## config.mk

```make
export PLATFORM = sky130hd
export DESIGN_NAME = bus_hold_ctl
export DESIGN_NICKNAME = d
export VERILOG_FILES = /design/src/rtl/bhc_pkg.sv /design/src/rtl/bhc_slot_path.sv /design/src/rtl/bhc_own_ctl.sv /design/src/rtl/bus_hold_ctl.sv
export SDC_FILE = /design/constraint.sdc
export NUM_CORES = 1
export LEC_CHECK = 0
export ABC_AREA = 1
export BUFFER_PORTS_ARGS = -buffer_cell sky130_fd_sc_hd__buf_2
export CORE_ASPECT_RATIO = 0.9
export CORE_MARGIN = 2
export CORE_UTILIZATION = 45
export CTS_CLUSTER_DIAMETER = 80
export CTS_CLUSTER_SIZE = 40
export DETAILED_ROUTE_END_ITERATION = 7
export GPL_TIMING_DRIVEN = 0
export PLACE_DENSITY = 0.74
export SLEW_MARGIN = 20
export SYNTH_ARGS = -nofsm -noshare
export SYNTH_HDL_FRONTEND = slang
export SYNTH_SLANG_ARGS = --single-unit
```

## constraint.sdc

```tcl
create_clock -name clk -period 1.65 [get_ports clk]
set_input_delay 0.165 -clock clk [delete_from_list [all_inputs] [get_ports clk]]
set_output_delay 0.165 -clock clk [all_outputs]
set_load 0.01 [all_outputs]
```

## src/rtl/bhc_pkg.sv

```systemverilog
package bhc_pkg;
  typedef enum logic [1:0] {
    OWN_BUS    = 2'd0,
    HELD_BUS   = 2'd1,
    BACKED_OFF = 2'd2
  } ownState_t;

  // strobes from ownership control to the cycle slot
  typedef struct packed {
    logic issue;     // launch the waiting cycle
    logic abort;     // drop the running cycle, keep it waiting
    logic complete;  // running cycle ended by ready
  } slotCtl_t;
endpackage

```

## src/rtl/bhc_slot_path.sv

```systemverilog
module bhc_slot_path
  import bhc_pkg::*;
#(
  parameter int ADDR_W = 32
) (
  input  logic              clk,
  input  logic              rst,
  input  logic              cycReq,
  input  logic [ADDR_W-1:0] cycAddr,
  input  slotCtl_t          ctl,
  output logic              slotValid,
  output logic              slotIssued,
  output logic              cycStart,
  output logic [ADDR_W-1:0] cycAddrOut,
  output logic              coreReady
);
  logic [ADDR_W-1:0] slotAddr;

  assign coreReady = !slotValid && !rst;

  always_ff @(posedge clk) begin
    if (rst) begin
      slotValid  <= 1'b0;
      slotIssued <= 1'b0;
      slotAddr   <= '0;
      cycStart   <= 1'b0;
      cycAddrOut <= '0;
    end else begin
      cycStart <= ctl.issue;
      if (ctl.issue) cycAddrOut <= slotAddr;
      if (ctl.abort) begin
        slotIssued <= 1'b0;
      end else if (ctl.complete) begin
        slotValid  <= 1'b0;
        slotIssued <= 1'b0;
      end else if (ctl.issue) begin
        slotIssued <= 1'b1;
      end
      if (cycReq && coreReady) begin
        slotValid <= 1'b1;
        slotAddr  <= cycAddr;
      end
    end
  end

  AST_START_PULSE: assert property (@(posedge clk) disable iff (rst)
    cycStart |=> !cycStart);
  AST_ABORT_KEEPS_SLOT: assert property (@(posedge clk) disable iff (rst)
    (ctl.abort && slotValid) |=> (slotValid && !slotIssued));
  AST_ISSUE_NEEDS_SLOT: assert property (@(posedge clk) disable iff (rst)
    ctl.issue |-> (slotValid && !slotIssued));
endmodule

```

## src/rtl/bhc_own_ctl.sv

```systemverilog
module bhc_own_ctl
  import bhc_pkg::*;
(
  input  logic     clk,
  input  logic     rst,
  input  logic     addrHoldReq,
  input  logic     backoffReq,
  input  logic     holdReq,
  input  logic     lockActive,
  input  logic     cycReady,
  input  logic     slotValid,
  input  logic     slotIssued,
  output slotCtl_t ctl,
  output logic     holdAck,
  output logic     addrOe,
  output logic     busOe
);
  ownState_t st, stNext;
  logic aholdQ;
  logic holdWanted;

  assign holdWanted = holdReq && !lockActive;

  always_comb begin
    stNext       = st;
    ctl          = '0;
    ctl.abort    = backoffReq && slotIssued;
    ctl.complete = slotIssued && cycReady && !backoffReq;
    case (st)
      OWN_BUS: begin
        if (backoffReq) stNext = BACKED_OFF;
        else if (holdWanted && (!slotIssued || cycReady)) stNext = HELD_BUS;
        else ctl.issue = slotValid && !slotIssued && !aholdQ &&
                         !addrHoldReq && !holdWanted;
      end
      HELD_BUS: begin
        if (backoffReq) stNext = BACKED_OFF;
        else if (!holdReq) stNext = OWN_BUS;
      end
      BACKED_OFF: begin
        if (!backoffReq) stNext = holdWanted ? HELD_BUS : OWN_BUS;
      end
      default: stNext = OWN_BUS;
    endcase
  end

  always_ff @(posedge clk) begin
    if (rst) begin
      st     <= holdReq ? HELD_BUS : OWN_BUS;
      aholdQ <= 1'b0;
    end else begin
      st     <= stNext;
      aholdQ <= addrHoldReq;
    end
  end

  assign busOe   = (st == OWN_BUS);
  assign holdAck = (st == HELD_BUS);
  assign addrOe  = busOe && !aholdQ;

  AST_AHOLD_ADDR: assert property (@(posedge clk) disable iff (rst)
    addrHoldReq |=> !addrOe);
  AST_ACK_FLOATS: assert property (@(posedge clk) disable iff (rst)
    holdAck |-> (!busOe && !addrOe));
  AST_ACK_NO_OUTSTANDING: assert property (@(posedge clk) disable iff (rst)
    holdAck |-> !slotIssued);
  AST_LOCK_NO_ACK: assert property (@(posedge clk) disable iff (rst)
    (lockActive && !holdAck) |=> !holdAck);
  AST_NO_ISSUE_RELEASED: assert property (@(posedge clk) disable iff (rst)
    ctl.issue |-> (busOe && !holdAck));
  AST_BOFF_FLOAT: assert property (@(posedge clk) disable iff (rst)
    backoffReq |=> (!busOe && !addrOe && !holdAck));
  AST_BOFF_PRIORITY: assert property (@(posedge clk) disable iff (rst)
    (backoffReq && holdReq) |=> !holdAck);
endmodule

```

## src/rtl/bus_hold_ctl.sv

```systemverilog
module bus_hold_ctl
  import bhc_pkg::*;
#(
  parameter int ADDR_W = 32
) (
  input  logic              clk,
  input  logic              rst,
  input  logic              addrHoldReq,
  input  logic              backoffReq,
  input  logic              holdReq,
  input  logic              lockActive,
  input  logic              cycReq,
  input  logic [ADDR_W-1:0] cycAddr,
  input  logic              cycReady,
  output logic              holdAck,
  output logic              addrOe,
  output logic              busOe,
  output logic              busReq,
  output logic              cycStart,
  output logic [ADDR_W-1:0] cycAddrOut,
  output logic              coreReady
);
  slotCtl_t ctl;
  logic slotValid, slotIssued;

  bhc_own_ctl u_ctl (
    .clk(clk), .rst(rst), .addrHoldReq(addrHoldReq), .backoffReq(backoffReq),
    .holdReq(holdReq), .lockActive(lockActive), .cycReady(cycReady),
    .slotValid(slotValid), .slotIssued(slotIssued), .ctl(ctl),
    .holdAck(holdAck), .addrOe(addrOe), .busOe(busOe)
  );

  bhc_slot_path #(.ADDR_W(ADDR_W)) u_slot (
    .clk(clk), .rst(rst), .cycReq(cycReq), .cycAddr(cycAddr), .ctl(ctl),
    .slotValid(slotValid), .slotIssued(slotIssued), .cycStart(cycStart),
    .cycAddrOut(cycAddrOut), .coreReady(coreReady)
  );

  assign busReq = slotValid;

  AST_BUSREQ_IN_HOLD: assert property (@(posedge clk) disable iff (rst)
    (holdAck && cycReq && coreReady) |=> busReq);
endmodule

```

==> out/results.ini, run 1 <==
[routing]
drt_iter0_markers=145
dr.pass1.iters=4
post_drt_wl_per_cell_um=12.06
finalWirelength_um=6475
viasPerCell=4.711
vias=2530
route.antenna.remaining_nets=0
drc=0

[clocking]
hold_buffers=0
cts_resized=0
cts_root_buf=clkbuf_8
clk_pin_slew_ps=70
insertion_delay_ps=340
cts_setup_buffers=0
cts-htree-levels=3
numCtsBuffers=9
cts_tree=built
clk_path_buf_depth=2
cts.sinks=70

[timing]
final.setup.tns_ps=0
fmax_mhz=707.4
final-hold-violation-count=0
fin_skew_ps=5.649
setup_viol=0
rsz0062_at_grt=false
maxSlewViolCount=0
worst_pin_slew_ps=513.3
fin_crit_ps=1414
slew_headroom_pct=65.78
min_period_over_period_pct=85.67

[die]
design.core.area_um2=6148
die_w_um=88.17
initial_core_util_pct=46.66
die-area_um2=7031
die_y_um=79.75
io_pins=78
rows=27

[placed_design]
dp_hpwl_um=4525
place.gp.congestion=0.8258
port_buffers=77

[global_route]
grt_pass1_vias=2330
antenna_found_initial=0
grt_pass1_wl_um=10650
grt_max_degree=12
grt-ovfl-total=0
grtUsageTotal_pct=19.90

[worst_setup_path]
crit_fanout=10
crit_arrival_ps=1650
worst-setup-path-type=flip-flop to flip-flop
worstPathCellList=nor2_4, nand2_4, nor2_8, buf_6, nand3_1, nand2_1, nor2_1
cp_slowest_stage_delay_ps=500
cp_data_required_time_ps=1890
setup.worst_path.end_class=flip-flop
crit_slowest_cell=edfxtp_1
critPathLaunchType=flip-flop

[power_and_ir_drop]
leakage_nw=1.658
power.density_nw_per_um2=1044
irDropWorstVdd_uv=579.2

[cells_and_area]
nNetsFinal=486
antennaDiodeCount=0
syn_to_final_growth_pct=24.12
final_core_util_pct=57.92
layout-drive-gt1-share_pct=26.22

[synth]
seq_area_frac_synth_pct=49.54
synth_nets=398
ys_types=28
synth-seq-cells=70
netlist_area_um2=2869
synth_top_cell_by_area=dfxtp_1
synth_top_area_share_pct=47.45
syn_inst=358
synth_warnings=0
yosys-top-cells-area=dfxtp_1 (47%), nor2_1 (9.6%), nand2_1 (9.0%)
avgSynthCellArea_um2=8.014

[run]
maxCapViolations=0

[hold_path]
hold_class=primary input to flip-flop

[status]
status=finished, final reports clean

[path summary, 6_finish.rpt]
| check | from | endpoint | slack (ps) | depth (start not counted) |
|---|---|---|---|---|
| max | u_ctl.st[1]$_SDFFCE_PP0P_ | u_slot.cycAddrOut[9]$_SDFFE_PP0P_ | 240 | 7 |
| min | cycAddr[3] | u_slot.slotAddr[3]$_SDFFE_PP0P_ | 20 | 3 |
| max reg2reg | u_ctl.st[1]$_SDFFCE_PP0P_ | u_slot.cycAddrOut[9]$_SDFFE_PP0P_ | 240 | 7 |
| min reg2reg | u_slot.slotAddr[17]$_SDFFE_PP0P_ | u_slot.slotAddr[17]$_SDFFE_PP0P_ | 470 | 2 |
[cells in the mapped netlist, drive strengths merged]
cell and number:
nor2 77, nand2 71, dfxtp 68, inv 39, nand3 36, o31ai 32, buf 20, clkbuf 3
edfxtp 2, nor3 2, a21oi 1, a31oi 1, and3 1, clkinv 1, nand4 1, nor3b 1
o21ai 1, o21bai 1
[registers in the layout, indices dropped and copies added, names as in the netlist]
name	cells
u_slot.cycAddrOut	32
u_slot.slotAddr	32
u_ctl.st	2
u_ctl.aholdQ	1
u_slot.cycStart	1
u_slot.slotIssued	1
u_slot.slotValid	1
[stage by stage]
step	worst slack [ps]	power (mW)	instances	hold WS [ps]	instance area, um2
after floorplan	348.8	2.199	358	272.0	2869
after global placement	264.7	2.353	522	366.7	3363
after detailed placement	250.4	2.366	522	369.9	3363
after CTS	246.2	3.751	537	9.495	3561
after global routing	123.4	3.893	537	10.34	3561
final	236.4	3.719	537	17.71	3561
[placed cells by master (no fill, tap or decap), types with 5 or more instances in the layout]
cell type,Yosys,routed
buf_2,2,79
nand2_1,69,69
clkbuf_8,0,9
buf_6,11,11
dfxtp_1,68,68
nor2_1,73,73
clkbuf_1,3,5
buf_4,5,5
nand3_1,35,35
o31ai_1,32,32
inv_1,38,38
[area by class of cell]
type	instances	area, um2
buffer	23	201.4
clock buffer	12	156.4
clock inverter	3	41.29
fill	612	2587
inverter	40	150.1
multi-input combinational	225	1096
sequential	70	1421
tap	87	108.9
timing repair buffer	77	385.4
[critical path: cells and delay by family (launching register included)]
kind / cells / cell delay (ps)
AND/OR/NAND/NOR: 6 / 650
flip-flops: 1 / 500
buffers and inverters: 1 / 160
[per-layer routing]
layer / GRT usage, % / part of all wire [%]
met5: 0 / 0
met4: 6.364 / 1.0
met3: 6.205 / 5.9
met2: 29.32 / 43
met1: 27.72 / 50
[cells by family after synthesis]
family | Yosys count | synth area share (%)
DFF | 70 | 49.54
buffers and inverters | 63 | 12.25
AOI/OAI and AO/OA | 36 | 9.333
and+or+nand+nor | 189 | 28.87
[power by group]
group	switching [mW]	internal [mW]	total, mW	leakage (nW)
combinational	0.295	0.198	0.492	0.980
clock	0.609	0.781	1.39	0.102
sequential	0.0418	1.79	1.84	0.576
total	0.946	2.77	3.72	1.66
Note: power is estimated with default switching activity, not from simulation.
==> run 2, diff against run 1 <==
- ABC_AREA: 1 -> default
- PLACE_DENSITY: 0.74 -> 0.75
- TNS_END_PERCENT: default -> 20
==> run 2 against run 1 <==
  * Cell area fell by 5.9%
  * Cell count shrank 18%
  * Combinational power shrank 42%
  * Clock skew barely moved
  * Area after synthesis decreased by 5.9%
  * Sequential power is 2% lower
  * Via count shrank 17%
  * Worst hold slack better by 11 ps
  * Fmax fell by 6.4%
  * Critical endpoint is now u_slot.slotAddr[26]$_SDFFE_PP0P_
==> out/results.ini, run 2 <==
[routing]
dr.pass1.iters=4  ; unchanged
post_drt_wl_per_cell_um=12.49  ; +3.6%
drc=0  ; unchanged
route.antenna.remaining_nets=0  ; unchanged
vias=2106  ; -17%
drt_iter0_markers=83  ; -43%
finalWirelength_um=5470  ; -16%
viasPerCell=4.808  ; +2.1%

[cells_and_area]
layout-drive-gt1-share_pct=27.72  ; +1.5 points
seqCellArea_um2=1421  ; unchanged
syn_to_final_growth_pct=24.14  ; about the same
nNetsFinal=404  ; -17%
final_common_cell=buf_2
multi_input_area_um2=1195  ; +9.0%
fillers=515  ; -16%
largestRegisters=u_slot.cycAddrOut x32, u_slot.slotAddr x32, u_ctl.st x2
layoutNonFillerInstCount=438  ; -18%
antennaDiodeCount=0  ; unchanged
final_cell_mix=buf_2 (80), dfxtp_1 (68), nand2b_1 (65), o21ai_0 (34), nand2_1 (33)

[timing]
whs_ps=28.32  ; +10.61 ps
fin_skew_ps=5.822  ; +0.1730 ps
rsz0062_at_grt=false
slew_headroom_pct=71.16  ; +5.4 points
worst_pin_slew_ps=432.6  ; -80.67 ps
final-hold-violation-count=0  ; unchanged
final.setup.tns_ps=0  ; unchanged
setup_viol=0  ; unchanged
finalWorstSetupSlack_ps=140.1  ; -96.27 ps
min_period_over_period_pct=91.51  ; +5.8 points
fmax_mhz=662.3  ; -6.4%
fin_crit_ps=1510  ; +96.27 ps
maxSlewViolCount=0  ; unchanged

[die]
die_w_um=85.65  ; -2.9%
initial_core_util_pct=47.16  ; +0.50 points
die_y_um=77.49  ; -2.8%
design.core.area_um2=5725  ; -6.9%
die-area_um2=6637  ; -5.6%
io_pins=78  ; unchanged
rows=26  ; -3.7%

[worst_setup_path]
cp_num_buf_inv=1  ; unchanged
crit_family=simple AND/OR/NAND/NOR gates
crit_arrival_ps=1700  ; +50 ps
setup.worst_path.end_class=flip-flop
crit_fanout=10  ; unchanged
cp_data_required_time_ps=1840  ; -50 ps
cp_slowest_stage_delay_ps=430  ; -70 ps
critPathLaunchType=flip-flop
worst-setup-path-type=flip-flop to flip-flop
crit_slowest_cell=nor3b_4
worstPathCellList=nor3b_4, clkbuf_1, o21ai_0

[power_and_ir_drop]
irDropWorstVdd_uv=609.8  ; +5.3%
leakage_nw=1.578  ; -4.8%
power.density_nw_per_um2=976.7  ; -6.5%

[synth]
syn_inst=276  ; -23%
synth-edff-count=2  ; unchanged
yosys-top-cells-area=dfxtp_1 (50%), nand2b_1 (15%), mux2i_1 (12%)
avgSynthCellArea_um2=9.783  ; +22%
ys_types=24  ; -14%
async_flop_share_pct=0  ; unchanged
netlist_area_um2=2700  ; -5.9%
yosys-top-cells-count=dfxtp_1 (68), nand2b_1 (65), o21ai_0 (34)
synth_top_area_share_pct=50.42  ; +3.0 points
synth.most_common_cell=dfxtp_1
ys_dominant_reg_cell=dfxtp_1
synth_warnings=0  ; unchanged
synth_nets=316  ; -21%
synth_top_cell_by_area=dfxtp_1
seq_area_frac_synth_pct=52.64  ; +3.1 points
synth-seq-cells=70  ; unchanged

[clocking]
clk_pin_slew_ps=70  ; about the same
cts_root_buf=clkbuf_8
numCtsBuffers=9  ; unchanged
cts.sinks=70  ; unchanged
clk_path_buf_depth=2  ; unchanged
insertion_delay_ps=330  ; about the same
cts-htree-levels=3  ; unchanged
cts_tree=built
hold_buffers=0  ; unchanged

[global_route]
grt_pass1_vias=2041  ; -12%
grt-ovfl-total=0  ; unchanged
antenna_found_initial=0  ; unchanged
grt_pass1_wl_um=9280  ; -13%
grt_max_degree=11  ; -1
grtUsageTotal_pct=17.62  ; -2.3 points

[placed_design]
place_inst=423  ; -19%
dp_slack_ps=-1.029  ; -251.4 ps
port_buffers=77  ; unchanged
dp_hpwl_um=3744  ; -17%
place.gp.congestion=0.7322  ; -11%

[run]
maxCapViolations=0  ; unchanged

[status]
status=finished, final reports clean

[hold_path]
hold_class=primary input to flip-flop

[run 2: worst paths after layout]
path,startpoint,end,slack (ps),depth (start not counted)
max,u_slot.slotValid$_SDFFE_PP0P_,u_slot.slotAddr[26]$_SDFFE_PP0P_,140,3
min,cycAddr[29],u_slot.slotAddr[29]$_SDFFE_PP0P_,30,3
max reg2reg,u_slot.slotValid$_SDFFE_PP0P_,u_slot.slotAddr[26]$_SDFFE_PP0P_,140,3
min reg2reg,u_slot.cycAddrOut[2]$_SDFFE_PP0P_,u_slot.cycAddrOut[2]$_SDFFE_PP0P_,470,2
[run 2: layout make-up]
| cell class | count | area share (%) |
|---|---|---|
| clock inverter | 1 | 0.1493 |
| tap | 70 | 2.613 |
| sequential | 70 | 42.40 |
| multi-input combinational | 187 | 35.65 |
| buffer | 19 | 2.837 |
| clock buffer | 14 | 4.853 |
| timing repair buffer | 77 | 11.50 |
[run 2: metal layers]
metal | vias to the layer above | wire length, um | GRT usage (%)
li1 | 1087 | - | -
met2 | 62 | 2422 | 27.66
met1 | 951 | 2667 | 23.24
met5 | - | 0 | 0
met4 | 0 | 56 | 6.984
met3 | 6 | 324 | 4.468
[run 2: repair_timing]
action | CTS | global route
gates cloned | 0 | 0
endpoints found under the setup margin | 5 | 23
gates resized for setup | 1 | 8
buffers inserted | 0 | 0
[run 2: worst register-to-register path, cell delays in order, from the launching register on]
cell and delay [ps]:
dfxtp_1 370, nor3b_4 430, clkbuf_1 390, o21ai_0 170
[run 2: cells by family after synthesis]
kind of cell	synth area share, %
simple gates	24.51
compound gates	7.646
flops	52.64
mux	11.86
buf+inv	3.336
[run 2: through the flow]
step           total power [mW]  cell area, um2  utilization, %
2_1_floorplan             2.001            2700               -
3_3_place_gp              2.112            3173           55.42
3_5_place_dp              2.117            3173           55.42
4_1_cts                   3.308            3347           58.46
5_1_grt                   3.419            3352           58.54
6_report                  3.274            3352           58.54
[run 2: report_power, final]
group	internal, mW	leakage [nW]	total, mW	switching (mW)
Clock	0.620	0.0865	1.19	0.574
Sequential	1.77	0.576	1.80	0.0291
Combinational	0.136	0.915	0.284	0.147
Total	2.52	1.58	3.27	0.750
==> run 3, diff against run 2 <==
- BUFFER_PORTS_ARGS: -buffer_cell sky130_fd_sc_hd__buf_2 -> -buffer_cell sky130_fd_sc_hd__buf_4
- TNS_END_PERCENT: 20 -> 100
==> run 3 against run 2 <==
  * Register-to-register slack improved by 20 ps
  * Power increased by 1.4%
  * Sequential cell count unchanged
  * Cell count up 0.68%
  * Clock skew hardly changed
  * First-iteration DRC count shrank 29%
  * Via count is 2.8% higher
  * Sequential power is essentially flat
  * Setup slack improved by 17 ps
  * Largest cell class unchanged
==> out/results.ini, run 3 (synthesis gave the netlist of run 2 again) <==
[cells_and_area]
nNetsFinal=406  ; +0.50%
design_area_um2=3563  ; +6.3%
final_core_util_pct=62.24  ; +3.7 points
layout-drive-gt1-share_pct=29.11  ; +1.4 points
seqCellArea_um2=1421  ; unchanged
antennaDiodeCount=0  ; unchanged
multi_input_area_um2=1200  ; +0.42%
largestRegisters=u_slot.cycAddrOut x32, u_slot.slotAddr x32, u_ctl.st x2
fillers=508  ; -1.4%
syn_to_final_growth_pct=31.97
final_cell_mix=buf_4 (79), dfxtp_1 (68), nand2b_1 (65), o21ai_0 (34), nand2_1 (33)
final_common_cell=buf_4

[timing]
final-hold-violation-count=0  ; unchanged
maxSlewViolCount=0  ; unchanged
worst_pin_slew_ps=425.1  ; -7.511 ps
slew_headroom_pct=71.66  ; +0.50 points
rsz0062_at_grt=false
final.setup.tns_ps=0  ; unchanged
min_period_over_period_pct=90.46  ; -1.1 points
setup_viol=0  ; unchanged
fin_crit_ps=1493  ; -17.36 ps
fmax_mhz=670.0  ; +1.2%
fin_skew_ps=5.903  ; +0.08049 ps

[run]
maxCapViolations=0  ; unchanged

[placed_design]
port_buffers=77  ; unchanged
place.gp.congestion=0.7200  ; -1.7%
dp_hpwl_um=3922  ; +4.8%
place_area_um2=3366  ; +6.1%

[routing]
post_drt_wl_per_cell_um=13.08  ; +4.7%
finalWirelength_um=5769  ; +5.5%
drt_iter0_markers=59  ; -29%
drc=0  ; unchanged
vias=2165  ; +2.8%
dr.pass1.iters=6  ; +2
viasPerCell=4.909  ; +2.1%
route.antenna.remaining_nets=0  ; unchanged

[worst_setup_path]
crit_fanout=10  ; unchanged
cp_slowest_stage_delay_ps=420  ; about the same
cp_data_required_time_ps=1860  ; +20 ps
worstPathCellList=nor3b_4, clkbuf_1, o21ai_0
setup.worst_path.end_class=flip-flop
crit_family=simple AND/OR/NAND/NOR gates
crit_slowest_cell=nor3b_4
crit_arrival_ps=1700  ; about the same
worst-setup-path-type=flip-flop to flip-flop
cp_num_buf_inv=1  ; unchanged
critPathLaunchType=flip-flop

[clocking]
clk_path_buf_depth=2  ; unchanged
cts-htree-levels=3  ; unchanged
cts.sinks=70  ; unchanged
insertion_delay_ps=340  ; about the same
cts_tree=built
numCtsBuffers=9  ; unchanged
hold_buffers=0  ; unchanged
cts_root_buf=clkbuf_8
clk_pin_slew_ps=70  ; about the same

[die]
die-area_um2=6637  ; unchanged
die_y_um=77.49  ; unchanged
rows=26  ; unchanged
initial_core_util_pct=47.16  ; unchanged
die_w_um=85.65  ; unchanged
design.core.area_um2=5725  ; unchanged
io_pins=78  ; unchanged

[global_route]
antenna_found_initial=0  ; unchanged
grt_pass1_vias=2096  ; +2.7%
grt_pass1_wl_um=9515  ; +2.5%
grt-ovfl-total=0  ; unchanged
grtUsageTotal_pct=18.23  ; +0.61 points
grt_max_degree=12  ; +1

[power_and_ir_drop]
irDropWorstVdd_uv=679.0  ; +11%
leakage_nw=1.626  ; +3.1%
power.density_nw_per_um2=931.3  ; -4.6%

[hold_path]
hold_class=primary input to flip-flop

[status]
status=finished, final reports clean

run 3: report_power, final:
group          internal, mW  switching [mW]
logic                 0.182           0.157
clock network         0.573           0.612
registers              1.77          0.0266
run 3: path summary, 6_finish.rpt:
check | slack (ps) | end | depth (start not counted) | from
min reg2reg | 470 | u_slot.cycAddrOut[10]$_SDFFE_PP0P_ | 2 | u_slot.slotAddr[10]$_SDFFE_PP0P_
max reg2reg | 160 | u_slot.slotAddr[21]$_SDFFE_PP0P_ | 3 | u_slot.slotValid$_SDFFE_PP0P_
max | 160 | u_slot.slotAddr[21]$_SDFFE_PP0P_ | 3 | u_slot.slotValid$_SDFFE_PP0P_
min | 20 | u_slot.slotAddr[17]$_SDFFE_PP0P_ | 3 | cycAddr[17]
run 3: what timing repair did:
item | CTS | global route
gates resized for setup | 1 | 9
endpoints found under the hold margin | 0 | 0
endpoints found under the setup margin | 2 | 11
setup buffers | 0 | 2
run 3: per-stage QoR:
stage          cells  worst slack [ps]  hold WS [ps]  power [mW]
3_5_place_dp     423             3.737         364.5       2.158
4_1_cts          439             100.2         6.249       3.332
3_3_place_gp     423             47.60         359.4       2.150
6_report         441             157.5         19.48       3.319
5_1_grt          441             13.39         8.167       3.474
2_1_floorplan    276             251.4         273.6       2.001
run 3: tightest hold or removal path, cell delays in order:
cell and delay (ps):
buf_4 70, nand2_1 30, o21ai_0 50
run 3: per-layer routing:
layer | part of all wire [%] | vias up | wire, um | track usage, %
li1 | - | 1089 | - | -
met1 | 48 | 1009 | 2753 | 22.78
met2 | 45 | 62 | 2622 | 30.08
met3 | 6.2 | 5 | 355 | 6.596
met4 | 0.66 | 0 | 38 | 4.286
met5 | 0 | - | 0 | 0
run 3: area by class of cell:
class	count	area share (%)
sequential	70	39.89
multi-input combinational	187	33.67
timing repair buffer	79	16.64
clock buffer	11	3.968
buffer	19	2.669
tap	70	2.458
clock inverter	5	0.7022
